**config.mk**
```make
export PLATFORM = sky130hd
export DESIGN_NAME = cdt_pulse_gen
export DESIGN_NICKNAME = d
export VERILOG_FILES = /design/src/rtl/cdt_pkg.sv /design/src/rtl/cdt_div_stage.sv /design/src/rtl/cdt_prescaler.sv /design/src/rtl/cdt_counter.sv /design/src/rtl/cdt_pulse.sv /design/src/rtl/cdt_pulse_gen.sv
export SDC_FILE = /design/constraint.sdc
export NUM_CORES = 1
export LEC_CHECK = 0
export BUFFER_PORTS_ARGS = -buffer_cell sky130_fd_sc_hd__buf_2
export CAP_MARGIN = 20
export CORE_MARGIN = 5
export CORE_UTILIZATION = 55
export CTS_CLUSTER_SIZE = 28
export DETAILED_ROUTE_END_ITERATION = 6
export GPL_TIMING_DRIVEN = 0
export PLACE_DENSITY_LB_ADDON = 0.2
export SLEW_MARGIN = 10
export SYNTH_ARGS = -nofsm -noshare
export SYNTH_HDL_FRONTEND = slang
export SYNTH_HIERARCHICAL = 1
export SYNTH_SLANG_ARGS = --single-unit
```
**constraint.sdc**
```tcl
create_clock -name clk_i -period 6.2 [get_ports clk_i]
set_input_delay 1.24 -clock clk_i [delete_from_list [all_inputs] [get_ports clk_i]]
set_output_delay 1.24 -clock clk_i [all_outputs]
set_load 0.03 [all_outputs]
```
**src/rtl/cdt_pkg.sv**
```systemverilog
package cdt_pkg;
  localparam int DATA_W = 8;
  localparam int NUM_SRC = 5;

  localparam logic [1:0] ADDR_CTRL   = 2'd0;
  localparam logic [1:0] ADDR_RELOAD = 2'd1;
  localparam logic [1:0] ADDR_FLAG   = 2'd2;

  localparam logic [2:0] SRC_FAST = 3'd0;
  localparam logic [2:0] SRC_MID  = 3'd1;

  typedef struct packed {
    logic [2:0] src;
    logic       pulse;
    logic       ie;
  } ctrl_t;
endpackage

```
**src/rtl/cdt_div_stage.sv**
```systemverilog
module cdt_div_stage #(
  parameter int DIV = 8
) (
  input  logic clk_i,
  input  logic rst_ni,
  input  logic en_i,
  output logic tick_o
);
  localparam int W = (DIV > 1) ? $clog2(DIV) : 1;

  logic [W-1:0] cnt_q;
  logic         last;

  assign last   = (cnt_q == W'(DIV - 1));
  assign tick_o = en_i & last;

  always_ff @(posedge clk_i or negedge rst_ni) begin
    if (!rst_ni)   cnt_q <= '0;
    else if (en_i) cnt_q <= last ? '0 : cnt_q + 1'b1;
  end

  AST_DIV_RANGE: assert property (@(posedge clk_i) disable iff (!rst_ni) cnt_q <= W'(DIV - 1));
endmodule

```
**src/rtl/cdt_prescaler.sv**
```systemverilog
module cdt_prescaler #(
  parameter int DIV_FAST = 8,
  parameter int DIV_MID  = 64,
  parameter int DIV_SEC  = 64,
  parameter int DIV_MIN  = 60,
  parameter int DIV_HR   = 60
) (
  input  logic       clk_i,
  input  logic       rst_ni,
  input  logic [2:0] src_i,
  output logic       tick_o
);
  localparam int NUM = cdt_pkg::NUM_SRC;
  localparam int DIVS [NUM] = '{DIV_FAST, DIV_MID, DIV_SEC, DIV_MIN, DIV_HR};

  logic [NUM-1:0] en, tick;
  logic [7:0]     tick_ext;

  for (genvar g = 0; g < NUM; g++) begin : g_stage
    if (g == 0) begin : g_first
      assign en[g] = 1'b1;
    end else begin : g_next
      assign en[g] = tick[g-1];
    end
    cdt_div_stage #(.DIV(DIVS[g])) u_stage (
      .clk_i (clk_i),
      .rst_ni(rst_ni),
      .en_i  (en[g]),
      .tick_o(tick[g])
    );
  end

  // codes beyond the last stage select a constant zero
  assign tick_ext = 8'(tick);
  assign tick_o   = tick_ext[src_i];
endmodule

```
**src/rtl/cdt_counter.sv**
```systemverilog
module cdt_counter #(
  parameter int CNT_W = 8
) (
  input  logic             clk_i,
  input  logic             rst_ni,
  input  logic             tick_i,
  input  logic             ld_i,
  input  logic [CNT_W-1:0] ld_val_i,
  input  logic             clr_i,
  output logic             expire_o,
  output logic             reload_one_o,
  output logic             flag_o
);
  logic [CNT_W-1:0] reload_q, cnt_q;
  logic             flag_q;

  assign expire_o     = tick_i & (cnt_q == CNT_W'(1)) & ~ld_i;
  assign reload_one_o = (reload_q == CNT_W'(1));
  assign flag_o       = flag_q;

  always_ff @(posedge clk_i or negedge rst_ni) begin
    if (!rst_ni) begin
      reload_q <= '0;
      cnt_q    <= '0;
    end else if (ld_i) begin
      reload_q <= ld_val_i;
      cnt_q    <= ld_val_i;
    end else if (tick_i && cnt_q != '0) begin
      cnt_q <= (cnt_q == CNT_W'(1)) ? reload_q : cnt_q - 1'b1;
    end
  end

  always_ff @(posedge clk_i or negedge rst_ni) begin
    if (!rst_ni)       flag_q <= 1'b0;
    else if (expire_o) flag_q <= 1'b1;
    else if (clr_i)    flag_q <= 1'b0;
  end

  AST_STOP_HOLD: assert property (@(posedge clk_i) disable iff (!rst_ni)
    (cnt_q == '0 && !ld_i) |=> (cnt_q == '0));
  AST_FLAG_SRC: assert property (@(posedge clk_i) disable iff (!rst_ni)
    $rose(flag_q) |-> $past(tick_i && cnt_q == CNT_W'(1)));
  AST_RELOAD: assert property (@(posedge clk_i) disable iff (!rst_ni)
    expire_o |=> (cnt_q == $past(reload_q)));
  AST_FLAG_KEEP: assert property (@(posedge clk_i) disable iff (!rst_ni)
    (flag_q && !clr_i) |=> flag_q);
endmodule

```
**src/rtl/cdt_pulse.sv**
```systemverilog
module cdt_pulse #(
  parameter int PW_FAST_ONE = 4,
  parameter int PW_FAST     = 8,
  parameter int PW_MID      = 256,
  parameter int PW_SLOW     = 512,
  parameter int PW_W        = 10
) (
  input  logic       clk_i,
  input  logic       rst_ni,
  input  logic       start_i,
  input  logic [2:0] src_i,
  input  logic       reload_one_i,
  output logic       active_o
);
  import cdt_pkg::*;

  logic [PW_W-1:0] pw_q, width;

  always_comb begin
    unique case (src_i)
      SRC_FAST: width = reload_one_i ? PW_W'(PW_FAST_ONE) : PW_W'(PW_FAST);
      SRC_MID:  width = PW_W'(PW_MID);
      default:  width = PW_W'(PW_SLOW);
    endcase
  end

  always_ff @(posedge clk_i or negedge rst_ni) begin
    if (!rst_ni)            pw_q <= '0;
    else if (start_i)       pw_q <= width;
    else if (pw_q != '0)    pw_q <= pw_q - 1'b1;
  end

  assign active_o = (pw_q != '0);

  AST_PW_COUNTDOWN: assert property (@(posedge clk_i) disable iff (!rst_ni)
    (pw_q != '0 && !start_i) |=> (pw_q == $past(pw_q) - 1'b1));
  AST_PW_START: assert property (@(posedge clk_i) disable iff (!rst_ni)
    start_i |=> (pw_q != '0));
endmodule

```
**src/rtl/cdt_pulse_gen.sv**
```systemverilog
module cdt_pulse_gen
  import cdt_pkg::*;
#(
  parameter int CNT_W    = 8,
  parameter int DIV_FAST = 8,
  parameter int DIV_MID  = 64,
  parameter int DIV_SEC  = 64,
  parameter int DIV_MIN  = 60,
  parameter int DIV_HR   = 60,
  parameter int PW_SLOW  = 512
) (
  input  logic              clk_i,
  input  logic              rst_ni,
  input  logic              wr_en_i,
  input  logic [1:0]        wr_addr_i,
  input  logic [DATA_W-1:0] wr_data_i,
  output logic              flag_o,
  output logic              int_no
);
  localparam int PW_FAST_ONE = DIV_FAST / 2;
  localparam int PW_FAST     = DIV_FAST;
  localparam int PW_MID      = DIV_FAST * DIV_MID / 2;
  localparam int PW_MAX      = (PW_SLOW > PW_MID) ? PW_SLOW : PW_MID;
  localparam int PW_W        = $clog2(PW_MAX + 1);

  ctrl_t ctrl_q;
  logic  wr_ctrl, wr_reload, flag_clr;
  logic  tick, expire, reload_one, pulse_act, flag;

  assign wr_ctrl   = wr_en_i && (wr_addr_i == ADDR_CTRL);
  assign wr_reload = wr_en_i && (wr_addr_i == ADDR_RELOAD);
  assign flag_clr  = wr_en_i && (wr_addr_i == ADDR_FLAG) && !wr_data_i[0];

  always_ff @(posedge clk_i or negedge rst_ni) begin
    if (!rst_ni)      ctrl_q <= '0;
    else if (wr_ctrl) ctrl_q <= wr_data_i[$bits(ctrl_t)-1:0];
  end

  cdt_prescaler #(
    .DIV_FAST(DIV_FAST), .DIV_MID(DIV_MID), .DIV_SEC(DIV_SEC),
    .DIV_MIN(DIV_MIN), .DIV_HR(DIV_HR)
  ) u_presc (
    .clk_i (clk_i),
    .rst_ni(rst_ni),
    .src_i (ctrl_q.src),
    .tick_o(tick)
  );

  cdt_counter #(.CNT_W(CNT_W)) u_cnt (
    .clk_i       (clk_i),
    .rst_ni      (rst_ni),
    .tick_i      (tick),
    .ld_i        (wr_reload),
    .ld_val_i    (wr_data_i[CNT_W-1:0]),
    .clr_i       (flag_clr),
    .expire_o    (expire),
    .reload_one_o(reload_one),
    .flag_o      (flag)
  );

  cdt_pulse #(
    .PW_FAST_ONE(PW_FAST_ONE), .PW_FAST(PW_FAST), .PW_MID(PW_MID),
    .PW_SLOW(PW_SLOW), .PW_W(PW_W)
  ) u_pulse (
    .clk_i       (clk_i),
    .rst_ni      (rst_ni),
    .start_i     (expire),
    .src_i       (ctrl_q.src),
    .reload_one_i(reload_one),
    .active_o    (pulse_act)
  );

  // pulse gated by the flag so a clear cuts it short
  assign int_no = ~(flag & ctrl_q.ie & (pulse_act | ~ctrl_q.pulse));
  assign flag_o = flag;

  AST_CLR_RELEASE: assert property (@(posedge clk_i) disable iff (!rst_ni)
    (flag_clr && !expire) |=> int_no);
  AST_IE_RELEASE: assert property (@(posedge clk_i) disable iff (!rst_ni)
    (wr_ctrl && !wr_data_i[0]) |=> int_no);
  AST_LEVEL_HOLD: assert property (@(posedge clk_i) disable iff (!rst_ni)
    (!ctrl_q.pulse && ctrl_q.ie && flag && !wr_en_i) |=> !int_no);
endmodule

```
==> metrics.yaml, run 1 <==
status: "finished clean"
cts_tree: "done"
synth_top_family_by_area: "simple AND/OR/NAND/NOR gates"
crit_top_cell: "nand2_1"
slew-limit-headroom: 0.497
grt_antenna_before_repair: 0
cts_root_buf: "clkbuf_8"
grt.overflow.total: 0
viasPerCell: 5.66
worst_ep_required_time_ns: 6.48
crit_family: "simple AND/OR/NAND/NOR gates"
synthCells: 317
ys_seq_area_frac: 0.454
fin_ws_ns: 0.811
async_flop_share: 1.00
dr.pass1.iters: 4
leakage_nw: 1.63
post-place-ws_ns: -0.123
fmax_ghz: 0.186
hold_violations: 0
clockBufferDepth: 2
h-tree-depth: 3
routed_wl_mm: 6.30
finalSetupViolations: 0
max_stage_delay_ns: 0.42
synth_area_leaders: "dfrtp_1 (45%), mux2_2 (5.2%), ha_1 (3.8%), nor2_1 (3.6%), nand2_1 (3.2%)"
cts_buffers: 9
synth_edf_count: 0
cellPowerDensity_nw_per_um2: 324
portBuffers: 14
initial_core_util: 0.556
dp.final_hpwl_mm: 4.40
ys_ff_latch: 59
mostFrequentLayoutCell: "dfrtp_1"
drt_iter0_markers: 93
multi_input_area_um2: 1730
die_y_um: 86.9
cts.sinks: 59
drc: 0
placed_cells: 410
slowest_stage: "nor3_4"
hold_path.class: "reg2reg"
crit_fanout: 10
boundaryPins: 15
finalPower_mw: 1.20
rsz0062_at_grt: "no"
synth_compound_area_frac: 0.132
final_cell_mix: "dfrtp_1 (59), nor2_1 (31), nand2_1 (28)"
grt_pass1_vias: 2381
tightest_slew_ns: 0.754
crit_path_start_kind: "flop"
path_buf_inv: 1
die_w_um: 86.9
design.core.area_um2: 5850
synth_ff_type: "dfrtp_1"
fin_area_um2: 3700
endpoint_kind: "flop"
fin_util: 0.632
timing_worst_setup_path_type: "reg2reg"
drv_cap: 0
peakVddDrop_v: 0.000207
grt_start_max_net_pins: 60
synth_top_area_frac: 0.454
antenna_cells: 0
final.period_utilization: 0.869
area_growth_pct: 13.7
finalClockSkew_ns: 0.00905
synthesis.area_um2: 3250
ant_nets: 0
nNetsFinal: 369
yosys.area_share.simple: 0.222
yosysTopAreaCell: "dfrtp_1"
placed_cell_area_um2: 3440
ys_types: 66
row_count: 28
yosys.area_share.adder: 0.0384
path_clk_slew_ns: 0.07
clk_latency_ns: 0.34
drive_above_1_share: 0.211
slew_violations: 0
synth_xor_area_frac: 0.0511
fin_cells: 426
dieArea_um2: 7560
grt_util_all_layers: 0.188
post-cts-setup-buffer-count: 0
seq_area_um2: 1480
gp_congestion: 0.813
wire_per_inst_um: 14.8
grt_pass1_wl_mm: 11.2
synthMuxAreaShare: 0.0750
fillCellCount: 474
period_needed_ns: 5.39
routed-via-count: 2412
syn_avg_cell_area_um2: 10.3
path_cells: "ha_1 > ha_1 > and2_2 > nand4_2 > nor2_2 > nand4_2 > nor2_2 > nand2_1 > nor3_4 > nand2_1 > nor3_2 > mux2i_1 > o311ai_1 > clkbuf_1 > nand2_1 > nor2_1 > nor3b_2 > nor3b_1 > o22ai_1 > nand2_1"
arrival_ns: 5.67
yosys_warnings: 6
cell usage after synthesis (2+ instances only):
library cell  number
a211oi_1           2
a21oi_1           15
a31o_2             2
a31oi_1            5
buf_2              3
clkbuf_1           2
dfrtp_1           59
ha_1              10
inv_1             16
mux2_2            15
mux2i_1            6
nand2_1           28
nand2b_1           3
nand3_1            8
nand3_2            2
nand4_1            8
nand4_2            2
nor2_1            31
nor2_2             2
nor2b_1            2
nor3_1             4
nor3_4             2
nor3b_1            3
nor3b_2            2
nor4_1             3
o2111ai_1          2
o211ai_1           3
o21ai_0           13
o22ai_1            2
o31ai_1            2
or2_2              2
or3_1              5
or3b_1             3
xnor2_1           12
xor2_1             7
state kept, by name (all words and copies together) (netlist names):
signal / count
u_cnt/cnt_q: 8
ctrl_q: 5
u_pulse/pw_q: 10
u_presc/g_stage.u_stage/cnt_q: 27
u_cnt/reload_q: 8
u_cnt/flag_o: 1
stage by stage:
step           TNS, ns  hold WS, ns
2_1_floorplan        0        0.446
3_3_place_gp   -0.0781        0.472
3_5_place_dp    -0.228        0.480
4_1_cts              0        0.490
5_1_grt              0        0.496
6_report             0        0.489
power breakdown:
group | switching [mW] | leakage [nW] | internal (mW) | total, mW
logic | 0.114 | 0.781 | 0.117 | 0.232
registers | 0.0876 | 0.736 | 0.450 | 0.538
clock network | 0.151 | 0.117 | 0.278 | 0.429
total | 0.353 | 1.63 | 0.846 | 1.20
worst reg2reg max path: cells and delay by family, from the launching register on:
kind / cells / cell delay (ns)
multiplexers: 1 / 0.13
buffers and inverters: 1 / 0.42
adder cells (fa/ha/maj): 2 / 0.31
flip-flops: 1 / 0.37
AND/OR/NAND/NOR: 14 / 3.62
AO/OA/AOI/OAI: 2 / 0.49
kinds of logic (layout without fill, tap and decap cells):
kind of cell | Yosys count | in the layout
compound gates | 62 | 62
xor+xnor | 19 | 19
fa+ha+maj | 10 | 10
buf+inv | 22 | 52
flops | 59 | 59
mux | 22 | 22
other cells | 1 | 5
simple gates | 122 | 122
per-layer routing:
| layer | share of wire | vias up | global-route usage |
|---|---|---|---|
| li1 | - | 1208 | - |
| met1 | 0.49 | 1154 | 0.256 |
| met2 | 0.45 | 39 | 0.291 |
| met3 | 0.040 | 11 | 0.0360 |
| met4 | 0.020 | 0 | 0.0864 |
| met5 | 0 | - | 0 |
path summary, 6_finish.rpt:
check,start,to,slack (ns),cells after the start
setup / recovery,u_presc/g_stage[0].u_stage/cnt_q[0],u_pulse/pw_q[3],0.81,20
max in group asynchronous,rst_ni,u_cnt/cnt_q[3],4.73,1
setup reg to reg,u_presc/g_stage[0].u_stage/cnt_q[0],u_pulse/pw_q[3],0.81,20
hold / removal,u_presc/g_stage[2].u_stage/cnt_q[5],u_presc/g_stage[2].u_stage/cnt_q[5],0.49,1
min in group asynchronous,rst_ni,u_presc/g_stage[4].u_stage/cnt_q[4],0.95,1
hold reg to reg,u_presc/g_stage[2].u_stage/cnt_q[5],u_presc/g_stage[2].u_stage/cnt_q[5],0.49,1
timing repair:
| action | CTS | global route |
|---|---|---|
| gates resized for setup | 1 | 3 |
| hold buffers | 0 | 0 |
| setup endpoints to repair | 3 | 4 |
| cloned | 0 | 0 |
| endpoints found under the hold margin | 0 | 0 |
layout make-up:
cell class,instances,area share
tap,75,0.0254
timing repair buffer,14,0.0196
clock buffer,12,0.0392
clock inverter,4,0.0264
inverter,16,0.0162
sequential,59,0.399
buffer,6,0.00710
multi-input combinational,240,0.467
Power figures use the tool's default switching activity.
==> run 2: changes to the inputs <==
--- a/config.mk
+++ b/config.mk
@@ -8,7 +8,7 @@
 export BUFFER_PORTS_ARGS = -buffer_cell sky130_fd_sc_hd__buf_2
 export CAP_MARGIN = 20
 export CORE_MARGIN = 5
-export CORE_UTILIZATION = 55
+export CORE_UTILIZATION = 23
 export CTS_CLUSTER_SIZE = 28
 export DETAILED_ROUTE_END_ITERATION = 6
 export GPL_TIMING_DRIVEN = 0
==> run 2 against run 1 <==
Net effect:
- global-route usage down 9.3 points
- wire length up 17%
- non-clock buffer count up 1
- largest power group unchanged
- combinational power up 2%
- cell count up 24%
- final area up 4.5%
- critical endpoint unchanged
- clock skew down 0.0014 ns
==> metrics.yaml, run 2 (synthesis results as in run 1) <==
status: "finished clean"
drt_iter0_markers: 154
fin_cells: 529
use_met3: 0.0253
dieArea_um2: 16600
tightest_slew_ns: 0.539
worstHoldStart: "u_presc/g_stage[1].u_stage/cnt_q[5]"
slew_violations: 0
design.core.area_um2: 13900
slowest_stage: "nor3_4"
row_count: 43
routed_wl_mm: 7.35
busiest_layer: "met2"
mostFrequentLayoutCell: "dfrtp_1"
top_regs: "u_presc/g_stage.u_stage/cnt_q (27), u_pulse/pw_q (10)"
timing_worst_setup_path_type: "reg2reg"
grt.overflow.total: 0
routed-via-count: 2446
path_cells: "ha_1 > ha_1 > and2_2 > nand4_2 > nor2_2 > nand4_2 > nor2_2 > nand2_1 > nor3_4 > nand2_1 > nor3_2 > mux2i_1 > o311ai_2 > clkbuf_1 > nand2_1 > nor2_1 > nor3b_2 > nor3b_1 > o22ai_1 > nand2_1"
fin_ws_ns: 0.621
fin_util: 0.279
h-tree-depth: 3
finalClockSkew_ns: 0.00765
clockBufferDepth: 2
worst_ep_required_time_ns: 6.47
crit_fanout: 10
period_needed_ns: 5.58
endpoint_kind: "flop"
placed_cells: 516
slew-limit-headroom: 0.638
hold_ws_ns: 0.478
hold_violations: 0
grt_util_all_layers: 0.0958
final.period_utilization: 0.900
finalSetupViolations: 0
grt_pass1_vias: 2427
wire_per_inst_um: 13.9
grt_pass1_wl_mm: 12.6
crit_top_cell: "nand2_1"
cts.sinks: 59
fillCellCount: 1471
post-cts-setup-buffer-count: 0
portBuffers: 14
leakage_nw: 1.65
use_met1: 0.128
met2_usage: 0.145
antenna_cells: 0
cts_root_buf: "clkbuf_16"
cellPowerDensity_nw_per_um2: 314
ant_nets: 0
area_growth_pct: 18.8
nNetsFinal: 370
fmax_ghz: 0.179
dr.pass1.iters: 4
arrival_ns: 5.85
seq_area_um2: 1480
crit_path_start_kind: "flop"
viasPerCell: 4.62
clk_latency_ns: 0.33
max_stage_delay_ns: 0.45
dp.final_hpwl_mm: 5.19
drv_cap: 0
fin_tns_setup_ns: 0
drive_above_1_share: 0.206
cts_buffers: 9
largest_register_ffs: 27
r2r_start: "u_presc/g_stage[0].u_stage/cnt_q[0]"
grt_antenna_before_repair: 0
hold_path.class: "reg2reg"
drc: 0
boundaryPins: 15
final_cell_mix: "dfrtp_1 (59), nor2_1 (31), nand2_1 (28)"
peakVddDrop_v: 0.000137
initial_core_util: 0.234
die_w_um: 129
startpoint: "u_presc/g_stage[0].u_stage/cnt_q[0]"
multi_input_area_um2: 1740
largest_register: "u_presc/g_stage.u_stage/cnt_q"
path_clk_slew_ns: 0.05
die_y_um: 129
cts_tree: "done"
gp_congestion: 0.744
post-place-ws_ns: -0.479
grt_start_max_net_pins: 35
run 2: changes by cell type in the layout (fill, tap and decap cells not counted), sizes merged:
cell	previous run	this run
buf	18	19
bufinv	3	0
clkbuf	14	15
clkinvlp	1	0
run 2: cell type report:
cell class / count / area share
Clock buffer: 13 / 0.0647
Tap cell: 180 / 0.0583
Sequential cell: 59 / 0.382
Inverter: 16 / 0.0155
Multi-Input combinational cell: 240 / 0.449
Timing Repair Buffer: 15 / 0.0239
Buffer: 6 / 0.00680
run 2: what timing repair did:
action | CTS | global route
hold buffers | 0 | 0
setup endpoints to repair | 4 | 10
resized for setup | 2 | 3
pin swaps | 0 | 0
endpoints found under the hold margin | 0 | 0
run 2: routing by layer:
metal,vias up,wire length (µm),part of all wire
li1,1208,-,-
met1,1200,3480,0.47
met2,26,3500,0.48
met3,12,221,0.030
met4,0,153,0.021
met5,-,0,0
run 2: path summary, 6_finish.rpt:
| path | end | slack (ns) | cells after the start |
|---|---|---|---|
| max | u_pulse/pw_q[3] | 0.62 | 20 |
| min in group asynchronous | u_presc/g_stage[3].u_stage/cnt_q[4] | 0.82 | 1 |
| max reg2reg | u_pulse/pw_q[3] | 0.62 | 20 |
| min reg2reg | u_presc/g_stage[1].u_stage/cnt_q[5] | 0.48 | 1 |
| max in group asynchronous | u_cnt/reload_q[0] | 4.87 | 2 |
| min | u_presc/g_stage[1].u_stage/cnt_q[5] | 0.48 | 1 |
run 2: power breakdown:
part | internal [mW] | leakage (nW) | switching [mW]
combinational | 0.119 | 0.793 | 0.117
clock | 0.274 | 0.122 | 0.163
sequential | 0.451 | 0.736 | 0.0888
run 2: worst max-delay path: cells and delay by family (launching register included):
kind	cells	cell delay [ns]
AOI/OAI and AO/OA	2	0.49
DFF	1	0.37
and+or+nand+nor	14	3.77
buffers and inverters	1	0.42
muxes	1	0.14
adders and majority gates	2	0.30
run 2: per-stage QoR:
step	total power, mW	cell area [µm²]
detailed placement	0.781	3590
global route	1.29	3870
finish	1.21	3870
CTS	1.23	3850
global placement	0.774	3560
floorplan	0.709	3270
